File: config.mk
export PLATFORM = sky130hd
export DESIGN_NAME = gci_slot_port
export DESIGN_NICKNAME = d
export VERILOG_FILES = /design/src/rtl/gci_pkg.sv /design/src/rtl/gci_frame_timer.sv /design/src/rtl/gci_tx_slot.sv /design/src/rtl/gci_rx_slot.sv /design/src/rtl/gci_slot_port.sv
export SDC_FILE = /design/constraint.sdc
export NUM_CORES = 1
export LEC_CHECK = 0
export CELL_PAD_IN_SITES_DETAIL_PLACEMENT = 1
export CELL_PAD_IN_SITES_GLOBAL_PLACEMENT = 2
export CORE_AREA = 2 2 77 79
export DETAILED_ROUTE_END_ITERATION = 8
export DIE_AREA = 0 0 79 81
export PLACE_DENSITY = 0.82
export REMOVE_ABC_BUFFERS = 1
export SETUP_SLACK_MARGIN = 0.1
export SYNTH_ARGS = -nofsm -noshare
export SYNTH_HDL_FRONTEND = slang
export SYNTH_SLANG_ARGS = --single-unit
File: constraint.sdc
create_clock -name clk -period 4 [get_ports clk]
set_clock_uncertainty 0.1 [all_clocks]
set_input_delay 0.8 -clock clk [delete_from_list [all_inputs] [get_ports clk]]
set_output_delay 0.8 -clock clk [all_outputs]
set_load 0.01 [all_outputs]
File: src/rtl/gci_pkg.sv
package gci_pkg;
  typedef enum logic {
    SLOT_B1 = 1'b0,
    SLOT_B2 = 1'b1
  } slot_e;
endpackage

File: src/rtl/gci_frame_timer.sv
module gci_frame_timer
  import gci_pkg::*;
#(
  parameter int CW          = 8,
  parameter int SLOT_CYCLES = 16,
  parameter int FRAME_LIMIT = 255
) (
  input  logic          clk,
  input  logic          rst,
  input  logic          fsync,
  input  logic          sel_b2,
  output logic          rise,
  output logic [CW-1:0] cyc_nxt,
  output logic          act_nxt,
  output logic [CW-1:0] base_nxt,
  output logic [CW-1:0] cyc_q,
  output logic          act_q,
  output logic [CW-1:0] base_q
);
  localparam logic [CW-1:0] LIMIT = CW'(FRAME_LIMIT);

  logic  fs_q;
  slot_e slot_q, slot_nxt;

  assign rise     = fsync & ~fs_q;
  assign act_nxt  = rise | act_q;
  assign slot_nxt = rise ? slot_e'(sel_b2) : slot_q;
  assign base_nxt = (slot_nxt == SLOT_B2) ? CW'(SLOT_CYCLES) : '0;

  always_comb begin
    if (rise)               cyc_nxt = '0;
    else if (cyc_q == LIMIT) cyc_nxt = cyc_q;
    else                    cyc_nxt = cyc_q + 1'b1;
  end

  always_ff @(posedge clk) begin
    if (rst) begin
      fs_q   <= 1'b1;
      act_q  <= 1'b0;
      cyc_q  <= LIMIT;
      slot_q <= SLOT_B1;
      base_q <= '0;
    end else begin
      fs_q   <= fsync;
      act_q  <= act_nxt;
      cyc_q  <= cyc_nxt;
      slot_q <= slot_nxt;
      base_q <= base_nxt;
    end
  end

  a_r9_saturate: assert property (@(posedge clk) disable iff (rst)
    (cyc_q == LIMIT && !fsync) |=> (cyc_q == LIMIT));
endmodule

File: src/rtl/gci_tx_slot.sv
module gci_tx_slot #(
  parameter int CW          = 8,
  parameter int BITS        = 8,
  parameter int CYC_PER_BIT = 2
) (
  input  logic            clk,
  input  logic            rst,
  input  logic            rise,
  input  logic [BITS-1:0] tx_byte,
  input  logic [CW-1:0]   cyc_nxt,
  input  logic            act_nxt,
  input  logic [CW-1:0]   base_nxt,
  input  logic [CW-1:0]   cyc_q,
  output logic            tx_data,
  output logic            tx_oe
);
  localparam int SLOT_CYCLES = BITS * CYC_PER_BIT;
  localparam int IW          = (BITS > 1) ? $clog2(BITS) : 1;

  logic [BITS-1:0] hold_q, byte_use;
  logic [CW-1:0]   off;
  logic [IW-1:0]   idx;
  logic            in_slot;

  assign byte_use = rise ? tx_byte : hold_q;
  assign in_slot  = act_nxt && (cyc_nxt >= base_nxt) &&
                    (cyc_nxt < base_nxt + CW'(SLOT_CYCLES));
  assign off      = cyc_nxt - base_nxt;
  assign idx      = IW'(off / CW'(CYC_PER_BIT));

  always_ff @(posedge clk) begin
    if (rst) begin
      hold_q  <= '0;
      tx_oe   <= 1'b0;
      tx_data <= 1'b0;
    end else begin
      if (rise) hold_q <= tx_byte;
      tx_oe   <= in_slot;
      tx_data <= in_slot ? byte_use[IW'(BITS-1) - idx] : 1'b0;
    end
  end

  a_r5_quiet_low: assert property (@(posedge clk) disable iff (rst)
    !tx_oe |-> !tx_data);

  a_r3_bit_hold: assert property (@(posedge clk) disable iff (rst)
    (tx_oe && $past(tx_oe) && cyc_q[0]) |-> $stable(tx_data));
endmodule

File: src/rtl/gci_rx_slot.sv
module gci_rx_slot #(
  parameter int CW          = 8,
  parameter int BITS        = 8,
  parameter int CYC_PER_BIT = 2
) (
  input  logic            clk,
  input  logic            rst,
  input  logic            rx_data,
  input  logic [CW-1:0]   cyc_nxt,
  input  logic            act_nxt,
  input  logic [CW-1:0]   base_nxt,
  input  logic [CW-1:0]   cyc_q,
  input  logic [CW-1:0]   base_q,
  output logic [BITS-1:0] rx_byte,
  output logic            rx_valid
);
  localparam int SLOT_CYCLES = BITS * CYC_PER_BIT;

  logic [BITS-1:0] shift_q;
  logic [CW-1:0]   off;
  logic            in_slot, sample, last;

  assign in_slot = act_nxt && (cyc_nxt >= base_nxt) &&
                   (cyc_nxt < base_nxt + CW'(SLOT_CYCLES));
  assign off     = cyc_nxt - base_nxt;
  assign sample  = in_slot && ((off % CW'(CYC_PER_BIT)) == CW'(CYC_PER_BIT - 1));
  assign last    = sample && (off == CW'(SLOT_CYCLES - 1));

  always_ff @(posedge clk) begin
    if (rst) begin
      shift_q  <= '0;
      rx_byte  <= '0;
      rx_valid <= 1'b0;
    end else begin
      rx_valid <= last;
      if (sample) shift_q <= {shift_q[BITS-2:0], rx_data};
      if (last)   rx_byte <= {shift_q[BITS-2:0], rx_data};
    end
  end

  a_r8_valid_at_end: assert property (@(posedge clk) disable iff (rst)
    rx_valid |-> (cyc_q == base_q + CW'(SLOT_CYCLES - 1)));

  a_r8_byte_hold: assert property (@(posedge clk) disable iff (rst)
    !rx_valid && !$past(rst) |-> $stable(rx_byte));
endmodule

File: src/rtl/gci_slot_port.sv
module gci_slot_port #(
  parameter int BITS        = 8,
  parameter int CYC_PER_BIT = 2,
  parameter int FRAME_LIMIT = 255
) (
  input  logic            clk,
  input  logic            rst,
  input  logic            fsync,
  input  logic            sel_b2,
  input  logic [BITS-1:0] tx_byte,
  input  logic            rx_data,
  output logic            tx_data,
  output logic            tx_oe,
  output logic [BITS-1:0] rx_byte,
  output logic            rx_valid
);
  localparam int SLOT_CYCLES = BITS * CYC_PER_BIT;
  localparam int CW          = $clog2(FRAME_LIMIT + 1);

  logic          rise, act_nxt, act_q;
  logic [CW-1:0] cyc_nxt, base_nxt, cyc_q, base_q;

  gci_frame_timer #(
    .CW(CW), .SLOT_CYCLES(SLOT_CYCLES), .FRAME_LIMIT(FRAME_LIMIT)
  ) timer_i (
    .clk(clk), .rst(rst), .fsync(fsync), .sel_b2(sel_b2),
    .rise(rise), .cyc_nxt(cyc_nxt), .act_nxt(act_nxt), .base_nxt(base_nxt),
    .cyc_q(cyc_q), .act_q(act_q), .base_q(base_q)
  );

  gci_tx_slot #(
    .CW(CW), .BITS(BITS), .CYC_PER_BIT(CYC_PER_BIT)
  ) tx_i (
    .clk(clk), .rst(rst), .rise(rise), .tx_byte(tx_byte),
    .cyc_nxt(cyc_nxt), .act_nxt(act_nxt), .base_nxt(base_nxt), .cyc_q(cyc_q),
    .tx_data(tx_data), .tx_oe(tx_oe)
  );

  gci_rx_slot #(
    .CW(CW), .BITS(BITS), .CYC_PER_BIT(CYC_PER_BIT)
  ) rx_i (
    .clk(clk), .rst(rst), .rx_data(rx_data),
    .cyc_nxt(cyc_nxt), .act_nxt(act_nxt), .base_nxt(base_nxt),
    .cyc_q(cyc_q), .base_q(base_q),
    .rx_byte(rx_byte), .rx_valid(rx_valid)
  );

  a_r8_valid_pulse: assert property (@(posedge clk) disable iff (rst)
    rx_valid |=> !rx_valid);

  a_r1_no_oe_idle: assert property (@(posedge clk) disable iff (rst)
    !act_q |-> !tx_oe);
endmodule

# Word level (Yosys, flattened, before mapping)
# Index checks and enable logic that the tools add are counted.
totals:
  ff_bits: 37
  latch_bits: 0
  mem_bits_rw: 0
  romBits: 0
  inputBits: 13
  word_cells: 35
  mem_count: 0
op_classes:
  n_addsub: 4
  n_mul: 0
  div_mod_pow: 0
  n_lt_le_gt_ge: 3
  n_eq_ne: 2
  n_shift: 0
  muxes: 7
  bitwise: 4
  n_reduce_logical: 5
ops:
  columns: ["op", "count"]
  rows:
  - ["$mux W8", 3]
  - ["$add A8 B1 Y8 const B", 1]
  - ["$eq A8 B4 Y1 const B", 1]
  - ["$eq A8 B8 Y1 const B", 1]
  - ["$ge A8 B5 Y1", 1]
  - ["$lt A8 B8 Y1", 1]
  - ["$sub A8 B5 Y8", 1]
  - ["$add A5 B5 Y6 const B", 1]
  - ["$mux W5", 1]
  - ["$logic_and A1 B1 Y1", 4]
  - ["$lt A3 B4 Y1 const B", 1]
  - ["$bmux W1 S3", 1]
  - ["$sub A3 B3 Y3 const A", 1]
  - ["$mux W1", 2]
  - ["$not A1 Y1", 2]
  - ["$reduce_or A2 Y1", 1]
  - ["$and A1 B1 Y1", 1]
  - ["$or A1 B1 Y1", 1]

# Logic depth before layout (Yosys ltp)
# Gate-level depths: netlist (run 1).
depth:
  word_depth: 9
  ltp_mapped: 14
  mapped_depth_nobuf: 12

# Hierarchy
# Synthesis (run 1) repeated with hierarchy kept, for this count alone.
hier_totals:
  cells_unflattened: 306
  area_unflattened_um2: 2665.1
by_module_without_submodules:
  columns: ["module", "instances", "cells_per_inst", "area_per_inst_um2", "seq_area_each_um2"]
  rows:
  - ["gci_rx_slot", 1, 147, 1241.2, 320.3]
  - ["gci_tx_slot", 1, 84, 782.0, 200.2]
  - ["gci_frame_timer", 1, 75, 641.9, 220.2]

# Worst setup path after synthesis (run 1)
# Ideal clock, no wire load.
synth_timing:
  path_kind: "input -> register"
  from: "input port fsync"
  to: "register rx_i.rx_byte[0]"
  setup_ps: 71
  arrival_time_ps: 2682
  slack_ps: 1147
  stages: 10
  path_buffers: 3
  cell_sequence: "nand2b_1 > buf_1 > clkbuf_1 > o211ai_1 > ha_1 > nor4_1 > and3_1 > buf_2 > nand4_1 > a21oi_1"
synth_via:
  elab_chain_len: 8
synth_rtl:
  columns: ["item", "line_no", "rtl"]
  rows:
  - ["from (decl)", "gci_slot_port.sv:8", "input logic fsync,"]
  - ["$and A1 B1 Y1 (*)", "gci_frame_timer.sv:25", "assign rise = fsync & ~fs_q;"]
  - ["$mux W1", "gci_frame_timer.sv:27", "assign slot_nxt = rise ? slot_e'(sel_b2) : slot_q;"]
  - ["$mux W5", "gci_frame_timer.sv:28", "assign base_nxt = (slot_nxt == SLOT_B2) ? CW'(SLOT_CYCLES) : '0;"]
  - ["$add A5 B5 Y6 / $ge A8 B5 Y1 (equally long branches)", "gci_rx_slot.sv:24, gci_rx_slot.sv:23", null]
  - ["$lt A8 B8 Y1 / $logic_and A1 B1 Y1 (equally long branches)", "gci_rx_slot.sv:24, gci_rx_slot.sv:23", null]
  - ["$logic_and A1 B1 Y1", "gci_rx_slot.sv:23", "assign in_slot = act_nxt && (cyc_nxt >= base_nxt) &&"]
  - ["$logic_and A1 B1 Y1", "gci_rx_slot.sv:26", "assign sample = in_slot && ((off % CW'(CYC_PER_BIT)) == CW'(CYC_PER_BIT - 1));"]
  - ["$logic_and A1 B1 Y1 (*)", "gci_rx_slot.sv:27", "assign last = sample && (off == CW'(SLOT_CYCLES - 1));"]
  - ["to (signal assigned)", "gci_rx_slot.sv:37", "if (last) rx_byte <= {shift_q[BITS-2:0], rx_data};"]
  - ["to (decl)", "gci_rx_slot.sv:14", "output logic [BITS-1:0] rx_byte,"]
# Mark *: on every way between the ends. The rest lies on a longest branch, timed or not.
# A chain may end at the register's enable or synchronous reset.

# Final worst setup path (run 1)
layout_timing:
  from: "register timer_i.cyc_q[0]"
  to: "register rx_i.rx_byte[1]"
layout_via:
  elab_chain_len: 8
layout_rtl:
  columns: ["item", "line_no", "rtl"]
  rows:
  - ["from (decl)", "gci_frame_timer.sv:16", "output logic [CW-1:0] cyc_q,"]
  - ["from (signal assigned)", "gci_frame_timer.sv:46", "cyc_q <= cyc_nxt;"]
  - ["$add A8 B1 Y8 / $eq A8 B8 Y1 (equally long branches)", "gci_frame_timer.sv:33, gci_frame_timer.sv:32", null]
  - ["$mux W8 (*)", "gci_frame_timer.sv:32", "else if (cyc_q == LIMIT) cyc_nxt = cyc_q;"]
  - ["$mux W8 (*)", "gci_frame_timer.sv:31", "if (rise) cyc_nxt = '0;"]
  - ["via cyc_nxt[5]", "gci_slot_port.sv:21", "logic [CW-1:0] cyc_nxt, base_nxt, cyc_q, base_q;"]
  - ["branches (longest 4 deep; another with $sub A8 B5 Y8)", null, null]
  - ["$logic_and A1 B1 Y1 (*)", "gci_rx_slot.sv:27", null]
# Mark *: on every way through the listed nets, which the timed path passes.

==> impl_metrics.ini, run 1 <==
[synthesis]
synth-edff-count = 0
ys_warn_count = 0
synth.lib_cells_used.distinct = 41
synthesis.area_um2 = 1800
synth_top_flop_cell = sky130_fd_sc_hd__dfxtp_1
netlist_instances = 207
yosys_register_bits = 37
synth.avg_cell_area_um2 = 8.68
synth_async_sr_flop_share_pct = 0
ys_seq_area_share_pct = 41.2

[final_layout]
layout_common_cells = sky130_fd_sc_hd__dfxtp_1, sky130_fd_sc_hd__nand2_1, sky130_fd_sc_hd__clkdlybuf4s50_1, sky130_fd_sc_hd__a21oi_1, sky130_fd_sc_hd__nor2_1
flow.area_growth_from_synthesis_pct = 19.5
layout_commonest_cell = sky130_fd_sc_hd__dfxtp_1
finalNetCount = 242
n_fill_cell = 710
final_cell_count_without_fillers = 301
multi_input_comb_area_um2 = 958
layout-drive-gt1-share_pct = 7.52
seqCellArea_um2 = 741
diodes = 0
final_core_utilization_pct = 37.8

[timing]
timing.final.crit_period_ns = 3.37
max_freq_ghz = 0.297
totalNegativeSetupSlack_ns = 0
hold_slack_ns = 0.361
report.final.hold_viol_count = 0
timing_worst_slew_pin_value_ns = 0.428
final_min_period_over_clock_period_pct = 84.2
rsz_0062_raised_after_global_routing = no
maxSlewHeadroom_pct = 71.4
final-max-slew-violation-count = 0
setup_viol_count_final = 0

[floorplanning]
area_of_the_placeable_core_um2 = 5680
die_area_um2 = 6400
initial_core_util_pct = 31.7
chipHeight_um = 81
io_pins = 24
die_width_um = 79
core.rowCount = 28

[flow_run]
max_cap_viol_count = 0

[worst_setup_path]
worst-endpoint-arrival_ns = 3.44
critical_path.max_fanout = 9
endpoint_kind = flip-flop
worst-r2r-cell-count = 12
criticalPathCategory = flip-flop to flip-flop
worstSetupStartpointType = flip-flop
cp_data_required_time_ns = 4.07

[route]
drt-total-wl_mm = 4.39
dr.first_iter.drc_count = 66
first_pass_iters = 4
via_count = 1541
viasPerCell = 5.12
ant_nets = 0
drcViolationCount = 0
wl_per_cell_um = 14.6

[clock_tree]
post_cts.resized_instances = 0
postCtsSetupRepairBufs = 0
number_of_buffers_on_the_longest_clock_path = 2
clock_latency_ns = 0.29
cts.clk_slew.worst_paths_ns = 0.08
root_buffer_cell = sky130_fd_sc_hd__clkbuf_8
inserted_clock_buffers = 5
clock_tree.htree_level_count = 2
cts.hold.buffers_added = 0
clock_tree_from_tritoncts = done
tritoncts_num_sinks = 37

[global_route]
grt_pass1_wl_mm = 7.66
antenna_violations_before_repair = 0
first_global_vias = 1565
grt_max_degree = 35
globalRouteTotalUtil_pct = 15.3
overflow = 0

[place]
dpl.cell_count = 293
io_buffer_count = 23
detailedPlacementHpwl_mm = 3.05
gp_routability_congestion = 0.767

[pwr]
irDropWorstVdd_v = 0.000168
power_density_over_the_cells_nw_per_um2 = 645
power.total_mw = 1.39
p_leak_nw = 0.849

[hold_path]
worstHoldPathCells = 2
min-delay-path-class = flip-flop to flip-flop

[run_status]
outcome = finished, final reports clean
## report_power, final
group          internal, mW  leakage (nW)  total (mW)  switching, mW
Combinational         0.263         0.503       0.651          0.387
Sequential            0.410         0.301       0.480         0.0705
Clock                 0.121        0.0450       0.255          0.134
Total                 0.794         0.849        1.39          0.592
## state kept, by name, summed over array words and instances (netlist names)
name            cells
rx_i.rx_byte        8
timer_i.cyc_q       8
tx_i.hold_q         8
rx_i.shift_q        7
rx_i.rx_valid       1
timer_i.act_q       1
timer_i.fs_q        1
timer_i.slot_q      1
tx_i.tx_data        1
tx_i.tx_oe          1
## cells in the mapped netlist, types with 3 or more instances
master,instances,area share [%]
sky130_fd_sc_hd__nand3_1,6,1.7
sky130_fd_sc_hd__a21o_1,4,1.7
sky130_fd_sc_hd__a31oi_1,3,1.0
sky130_fd_sc_hd__clkbuf_1,7,1.5
sky130_fd_sc_hd__and3_1,5,1.7
sky130_fd_sc_hd__buf_2,4,1.1
sky130_fd_sc_hd__nand2_1,23,4.8
sky130_fd_sc_hd__nand4_1,11,3.8
sky130_fd_sc_hd__mux2i_1,12,6.7
sky130_fd_sc_hd__nor2b_1,3,1.0
sky130_fd_sc_hd__nand2b_1,6,2.1
sky130_fd_sc_hd__dfxtp_1,37,41
sky130_fd_sc_hd__o211ai_1,3,1.3
sky130_fd_sc_hd__o21ai_0,12,3.3
sky130_fd_sc_hd__a21oi_1,20,5.6
sky130_fd_sc_hd__o21bai_1,3,1.3
sky130_fd_sc_hd__inv_1,5,1.0
sky130_fd_sc_hd__nor2_1,14,2.9
sky130_fd_sc_hd__ha_1,4,2.8
## worst max-delay path, cell delays in order, from the launching register on
cell and delay, ns:
sky130_fd_sc_hd__dfxtp_1 0.51, sky130_fd_sc_hd__ha_1 0.36, sky130_fd_sc_hd__and3_1 0.24, sky130_fd_sc_hd__nand2_1 0.17, sky130_fd_sc_hd__a31oi_1 0.39, sky130_fd_sc_hd__nand2_1 0.16, sky130_fd_sc_hd__inv_1 0.08, sky130_fd_sc_hd__ha_1 0.23
sky130_fd_sc_hd__a21oi_1 0.15, sky130_fd_sc_hd__and3_1 0.27, sky130_fd_sc_hd__nand3_1 0.24, sky130_fd_sc_hd__o21ai_0 0.25, sky130_fd_sc_hd__a21oi_1 0.09
## final cells by class
cell class / count / share of cell area [%]
Multi-Input combinational cell: 150 / 44.6
Sequential cell: 37 / 34.5
Timing Repair Buffer: 26 / 11.8
Tap cell: 75 / 4.37
Clock buffer: 6 / 3.38
Inverter: 5 / 0.874
Clock inverter: 2 / 0.466
## through the flow
stage	setup slack [ns]	area, um2
floorplan	0.833	1720
global placement	0.563	2060
detailed placement	0.526	2060
CTS	0.534	2150
global route	0.139	2150
finish	0.631	2150
## metal layers
| layer | wire, um | up-vias | global-route usage, % |
|---|---|---|---|
| met1 | 2230 | 747 | 20.8 |
| li1 | - | 777 | - |
| met3 | 84 | 5 | 3.00 |
| met5 | 0 | - | 0 |
| met2 | 1990 | 12 | 23.8 |
| met4 | 83 | 0 | 6.21 |
## cell families after synthesis
| family | Yosys count | share of synthesized area, % |
|---|---|---|
| multiplexers | 12 | 6.69 |
| AO/OA/AOI/OAI | 55 | 20.6 |
| XOR/XNOR | 1 | 0.488 |
| adder cells (fa/ha/maj) | 4 | 2.79 |
| buffers and inverters | 20 | 5.50 |
| flip-flops | 37 | 41.2 |
| AND/OR/NAND/NOR | 78 | 22.7 |
## path summary, 6_finish.rpt
check / slack, ns / endpoint / from
min reg2reg: 0.36 / tx_i.hold_q[3] / tx_i.hold_q[3]
max: 0.63 / rx_i.rx_byte[1] / timer_i.cyc_q[0]
max reg2reg: 0.63 / rx_i.rx_byte[1] / timer_i.cyc_q[0]
min: 0.36 / tx_i.hold_q[3] / tx_i.hold_q[3]
(Power assumes the default switching activity.)
==> run 2: changes to the inputs <==
==> constraint.sdc (replaced) <==
create_clock -name clk -period 3.1 [get_ports clk]
set_clock_uncertainty 0.1 [all_clocks]
set_input_delay 0.62 -clock clk [delete_from_list [all_inputs] [get_ports clk]]
set_output_delay 0.62 -clock clk [all_outputs]
set_load 0.01 [all_outputs]
==> run 2 against run 1 <==
  * Via count is 4.0% higher
  * Cell area grew 5.4%
  * Sequential cell count unchanged
  * Largest power group unchanged
  * Highest routed layer unchanged
==> impl_metrics.ini, run 2 (synthesis results as in run 1) <==
[run_status]
outcome = finished, final reports clean

[timing]
report.final.hold_viol_count = 0
max_freq_ghz = 0.355
timing.final.crit_period_ns = 2.82
rsz_0062_raised_after_global_routing = no
setup_viol_count_final = 0
final_min_period_over_clock_period_pct = 90.9
final-max-slew-violation-count = 0
maxSlewHeadroom_pct = 68.1
timing_worst_slew_pin_value_ns = 0.477
totalNegativeSetupSlack_ns = 0
hold_slack_ns = 0.360

[pwr]
irDropWorstVdd_v = 0.000295
p_leak_nw = 0.908
power_density_over_the_cells_nw_per_um2 = 852

[route]
via_count = 1603
ant_nets = 0
drt-total-wl_mm = 4.58
drcViolationCount = 0
wl_per_cell_um = 14.7
first_pass_iters = 4
viasPerCell = 5.14
dr.first_iter.drc_count = 84

[final_layout]
diodes = 0
stdcell_area_um2 = 2260
final_core_utilization_pct = 39.9
layout_commonest_cell = sky130_fd_sc_hd__dfxtp_1
flow.area_growth_from_synthesis_pct = 25.9
n_fill_cell = 698
layout-drive-gt1-share_pct = 13.9
layout_common_cells = sky130_fd_sc_hd__dfxtp_1, sky130_fd_sc_hd__nand2_1, sky130_fd_sc_hd__clkdlybuf4s50_1, sky130_fd_sc_hd__a21oi_1
largest_registers = rx_i.rx_byte (8), timer_i.cyc_q (8), tx_i.hold_q (8)
finalNetCount = 253

[global_route]
globalRouteTotalUtil_pct = 15.2
globalRoute.busiestLayer = met2
grt_pass1_wl_mm = 7.65
globalRouteMet2Util_pct = 25.3
antenna_violations_before_repair = 0
met3_usage_pct = 2.33
overflow = 0
first_global_vias = 1642
grt_max_degree = 34
use_met1_pct = 19.9

[worst_setup_path]
worst-r2r-cell-count = 11
worstSetupStartpointType = input port
worst_path_max_delay_cell = sky130_fd_sc_hd__clkdlybuf4s50_1
cp_data_required_time_ns = 3.22
worst-endpoint-arrival_ns = 2.94
ff2ff_setup_slack_ns = 0.31
criticalPathCategory = input port to flip-flop
worstPathCellList = clkdlybuf4s50_1 -> nor2b_1 -> mux2i_1 -> buf_4 -> ha_1 -> a21oi_1 -> and3_1 -> and3_2 -> nand4_1 -> a21oi_1
cp_peak_stage_delay_ns = 0.49
endpoint_kind = flip-flop
timing.critical_path.max_delay_family = simple AND/OR/NAND/NOR gates
r2r_end = rx_i.rx_byte[1]
worst-path-buf-inv = 2
crit_path_frequent_cell = sky130_fd_sc_hd__a21oi_1
reg2reg_from = timer_i.cyc_q[3]
critical_path.max_fanout = 9

[clock_tree]
inserted_clock_buffers = 5
clock_tree.htree_level_count = 2
cts.clk_slew.worst_paths_ns = 0.07
postCtsSetupRepairBufs = 0
clock_latency_ns = 0.29
clock_tree_from_tritoncts = done
tritoncts_num_sinks = 37
root_buffer_cell = sky130_fd_sc_hd__clkbuf_8
number_of_buffers_on_the_longest_clock_path = 2

[hold_path]
worstHoldPathCells = 2
hold_path_start = tx_i.hold_q[4]
endpoint_worst_hold = tx_i.hold_q[4]
min-delay-path-class = flip-flop to flip-flop

[place]
detailedPlacementHpwl_mm = 3.29
gp_routability_congestion = 0.776
placed_cell_area_um2 = 2150
io_buffer_count = 23

[flow_run]
max_cap_viol_count = 0

[floorplanning]
io_pins = 24
core.rowCount = 28
die_width_um = 79
area_of_the_placeable_core_um2 = 5680
chipHeight_um = 81
initial_core_util_pct = 31.7
die_area_um2 = 6400
run 2: metrics by stage:
stage | power, mW | setup slack, ns | std cells
floorplan | 1.25 | 0.113 | 192
global placement | 1.52 | 0.0216 | 304
detailed placement | 1.55 | -0.0912 | 304
CTS | 1.91 | 0.152 | 312
global route | 2.07 | 0.111 | 312
finish | 1.93 | 0.282 | 312
run 2: worst max path at each step:
stage / start / end / slack, ns / cells after the start
floorplan: fsync / rx_i.rx_byte[0] / 0.11 / 8
detailed placement: fsync / rx_i.rx_byte[1] / -0.09 / 10
global route: fsync / rx_i.shift_q[4] / 0.11 / 10
finish: fsync / rx_i.rx_byte[1] / 0.28 / 10
CTS: timer_i.cyc_q[1] / rx_i.rx_byte[5] / 0.15 / 12
global placement: fsync / rx_i.rx_byte[6] / 0.02 / 10
run 2: area by class of cell:
type                       count  area, um2  area share, %
timing repair buffer          37        335           14.8
sequential                    37        742           32.8
clock buffer                   6       82.6           3.65
clock inverter                 2       13.8          0.608
inverter                       5       18.8          0.830
tap                           75       93.8           4.15
multi-input combinational    150        976           43.1
run 2: worst min-delay path: stages, from the launching register on:
cell and delay [ns]:
sky130_fd_sc_hd__dfxtp_1 0.31, sky130_fd_sc_hd__nand2_1 0.05, sky130_fd_sc_hd__a21oi_1 0.05
run 2: metal layers:
layer,up-vias,share of wire [%]
li1,802,-
met1,779,48
met2,18,48
met3,4,2.3
met4,0,1.7
met5,-,0
run 2: power by group:
group          leakage [nW]  internal, mW  total (mW)  switching [mW]
clock                0.0512         0.180       0.352           0.172
sequential            0.301         0.530       0.605          0.0754
combinational         0.556         0.404       0.969           0.565
total                 0.908          1.11        1.93           0.812
run 2: what timing repair did:
| item | in CTS | in global routing |
|---|---|---|
| gates resized for setup | 0 | 5 |
| hold buffers | 0 | 0 |
| setup endpoints to repair | 0 | 16 |
==> run 3: changes to the inputs <==
--- a/config.mk
+++ b/config.mk
@@ -10,7 +10,7 @@
 export CORE_AREA = 2 2 77 79
 export DETAILED_ROUTE_END_ITERATION = 8
 export DIE_AREA = 0 0 79 81
-export PLACE_DENSITY = 0.82
+export PLACE_DENSITY = 0.79
 export REMOVE_ABC_BUFFERS = 1
 export SETUP_SLACK_MARGIN = 0.1
 export SYNTH_ARGS = -nofsm -noshare
==> run 3 against run 2 <==
  * First-iteration DRC count shrank 44%
  * Clock-buffer cell count rose by 1
  * Sequential cell count stayed put
  * Cell area increased by 1.1%
  * Fmax up 0.60%
  * Die area unchanged
  * Largest cell class unchanged
  * Highest routed layer unchanged
==> impl_metrics.ini, run 3 (synthesis results as in run 1) <==
[floorplanning]
area_of_the_placeable_core_um2 = 5680
core.rowCount = 28
io_pins = 24
die_width_um = 79
chipHeight_um = 81
initial_core_util_pct = 31.7
die_area_um2 = 6400

[worst_setup_path]
timing.critical_path.from = fsync
worst-endpoint-arrival_ns = 2.92
critical_path_cell_count = 11
r2r_end = rx_i.rx_byte[2]
criticalPathCategory = input port to flip-flop
ff2ff_setup_slack_ns = 0.35
worstSetupStartpointType = input port
worst_path_max_delay_cell = sky130_fd_sc_hd__clkdlybuf4s50_1
cp_peak_stage_delay_ns = 0.48
worst-path-buf-inv = 4
critical_path.max_fanout = 9
timing.critical_path.max_delay_family = buffers and inverters
cp_data_required_time_ns = 3.22
crit_path_frequent_cell = sky130_fd_sc_hd__buf_4
endpoint = rx_i.rx_byte[2]
worstPathCellList = clkdlybuf4s50_1 -> nor2b_2 -> mux2i_1 -> buf_4 -> ha_1 -> nor4_1 -> buf_4 -> and3_1 -> buf_4 -> nand4_1 -> a21oi_1
worst-r2r-cell-count = 13
endpoint_kind = flip-flop
reg2reg_from = timer_i.cyc_q[1]

[clock_tree]
clock_tree_from_tritoncts = done
tritoncts_num_sinks = 37
postCtsSetupRepairBufs = 0
clock_latency_ns = 0.29
clock_tree.htree_level_count = 2
root_buffer_cell = sky130_fd_sc_hd__clkbuf_8
inserted_clock_buffers = 5
number_of_buffers_on_the_longest_clock_path = 2
cts.clk_slew.worst_paths_ns = 0.07

[route]
wl_per_cell_um = 14.4
drt-total-wl_mm = 4.52
ant_nets = 0
viasPerCell = 5.08
route.layer.met1.wl_mm = 2.37
first_pass_iters = 4
dr.first_iter.drc_count = 47
drcViolationCount = 0
detailroute.wirelength.met2_mm = 1.99
met3WireLength_um = 99
via_count = 1596
top_signal_layer_used = met4

[pwr]
intPower_mw = 1.21
power_density_over_the_cells_nw_per_um2 = 875
swShare_pct = 39.4
clkPwrFrac_pct = 21.6
share_comb_of_total_power_pct = 47.6
power_switching_mw = 0.788
p_leak_nw = 0.927
seqPwrFrac_pct = 30.8
irDropWorstVdd_v = 0.000321
power.total_mw = 2.00

[flow_run]
max_cap_viol_count = 0

[timing]
max_freq_ghz = 0.357
setup_viol_count_final = 0
timing.final.crit_period_ns = 2.80
final-max-slew-violation-count = 0
report.final.hold_viol_count = 0
rsz_0062_raised_after_global_routing = no
maxSlewHeadroom_pct = 69.0
timing_worst_slew_pin_value_ns = 0.463
final_min_period_over_clock_period_pct = 90.4
hold_slack_ns = 0.354

[global_route]
overflow = 0
grt_max_degree = 34
globalRouteTotalUtil_pct = 15.2
first_global_vias = 1578
antenna_violations_before_repair = 0
grt_pass1_wl_mm = 7.65

[place]
detailedPlacementHpwl_mm = 3.17
gp_routability_congestion = 0.785
io_buffer_count = 23

[final_layout]
layout_common_cells = sky130_fd_sc_hd__dfxtp_1, sky130_fd_sc_hd__nand2_1, sky130_fd_sc_hd__clkdlybuf4s50_1, sky130_fd_sc_hd__a21oi_1, sky130_fd_sc_hd__buf_4
layout_commonest_cell = sky130_fd_sc_hd__dfxtp_1
flow.area_growth_from_synthesis_pct = 27.3
layout-drive-gt1-share_pct = 13.8
diodes = 0
finalNetCount = 255
largest_registers = rx_i.rx_byte (8), timer_i.cyc_q (8), tx_i.hold_q (8)

[hold_path]
min-delay-path-class = flip-flop to flip-flop
worstHoldPathCells = 2

[run_status]
outcome = finished, final reports clean
run 3: what timing repair did:
| action | CTS | global route |
|---|---|---|
| hold buffers | 0 | 0 |
| gates resized for setup | 0 | 4 |
| hold endpoints to repair | 0 | 0 |
| setup endpoints to repair | 0 | 13 |
run 3: area by class of cell:
cell class                      instances  area (um2)
Inverter                                5        18.8
Clock buffer                            7        86.3
Clock inverter                          1        30.0
Multi-Input combinational cell        150         965
Sequential cell                        37         743
Tap cell                               75        93.8
Fill cell                             688        3390
Timing Repair Buffer                   39         350
run 3: metrics by stage:
step           util, %  std cells  setup slack [ns]  cell area [um2]  setup TNS, ns
5_1_grt           40.3        314            0.0968             2290              0
6_report          40.3        314             0.299             2290              0
4_1_cts           40.1        314             0.233             2280              0
3_3_place_gp      38.1        306           0.00265             2160              0
3_5_place_dp      38.1        306           -0.0286             2160         -0.115
2_1_floorplan        -        192             0.113             1720              0
run 3: worst register-to-register path, stage by stage, from the launching register on:
cell and delay, ns:
sky130_fd_sc_hd__dfxtp_2 0.39, sky130_fd_sc_hd__ha_1 0.18, sky130_fd_sc_hd__and3_1 0.23, sky130_fd_sc_hd__nand2_1 0.09, sky130_fd_sc_hd__a31oi_1 0.25, sky130_fd_sc_hd__nand2_1 0.11, sky130_fd_sc_hd__inv_1 0.06, sky130_fd_sc_hd__ha_1 0.22
sky130_fd_sc_hd__a21oi_1 0.15, sky130_fd_sc_hd__and3_1 0.27, sky130_fd_sc_hd__and3_1 0.18, sky130_fd_sc_hd__buf_4 0.16, sky130_fd_sc_hd__nand4_1 0.12, sky130_fd_sc_hd__a21oi_1 0.17
run 3: layer usage:
layer,global-route usage [%],up-vias
met4,5.17,0
li1,-,806
met2,23.8,14
met3,2.67,5
met1,21.1,771
met5,0,-
run 3: worst min-delay path by stage:
stage | start | to | slack [ns]
finish | tx_i.hold_q[6] | tx_i.hold_q[6] | 0.35
global placement | tx_i.hold_q[0] | tx_i.hold_q[0] | 0.34
floorplan | tx_i.hold_q[6] | tx_i.hold_q[6] | 0.33
CTS | tx_i.hold_q[6] | tx_i.hold_q[6] | 0.36
detailed placement | tx_i.hold_q[6] | tx_i.hold_q[6] | 0.35
global route | tx_i.hold_q[6] | tx_i.hold_q[6] | 0.39
run 3: power by group through the flow:
stage | combinational, mW | sequential [mW] | clock [mW]
after floorplan | 0.644 | 0.605 | 0
after global placement | 0.938 | 0.622 | 0
after detailed placement | 0.944 | 0.621 | 0
after CTS | 0.953 | 0.611 | 0.442
after global routing | 1.06 | 0.629 | 0.463
final | 0.952 | 0.617 | 0.433
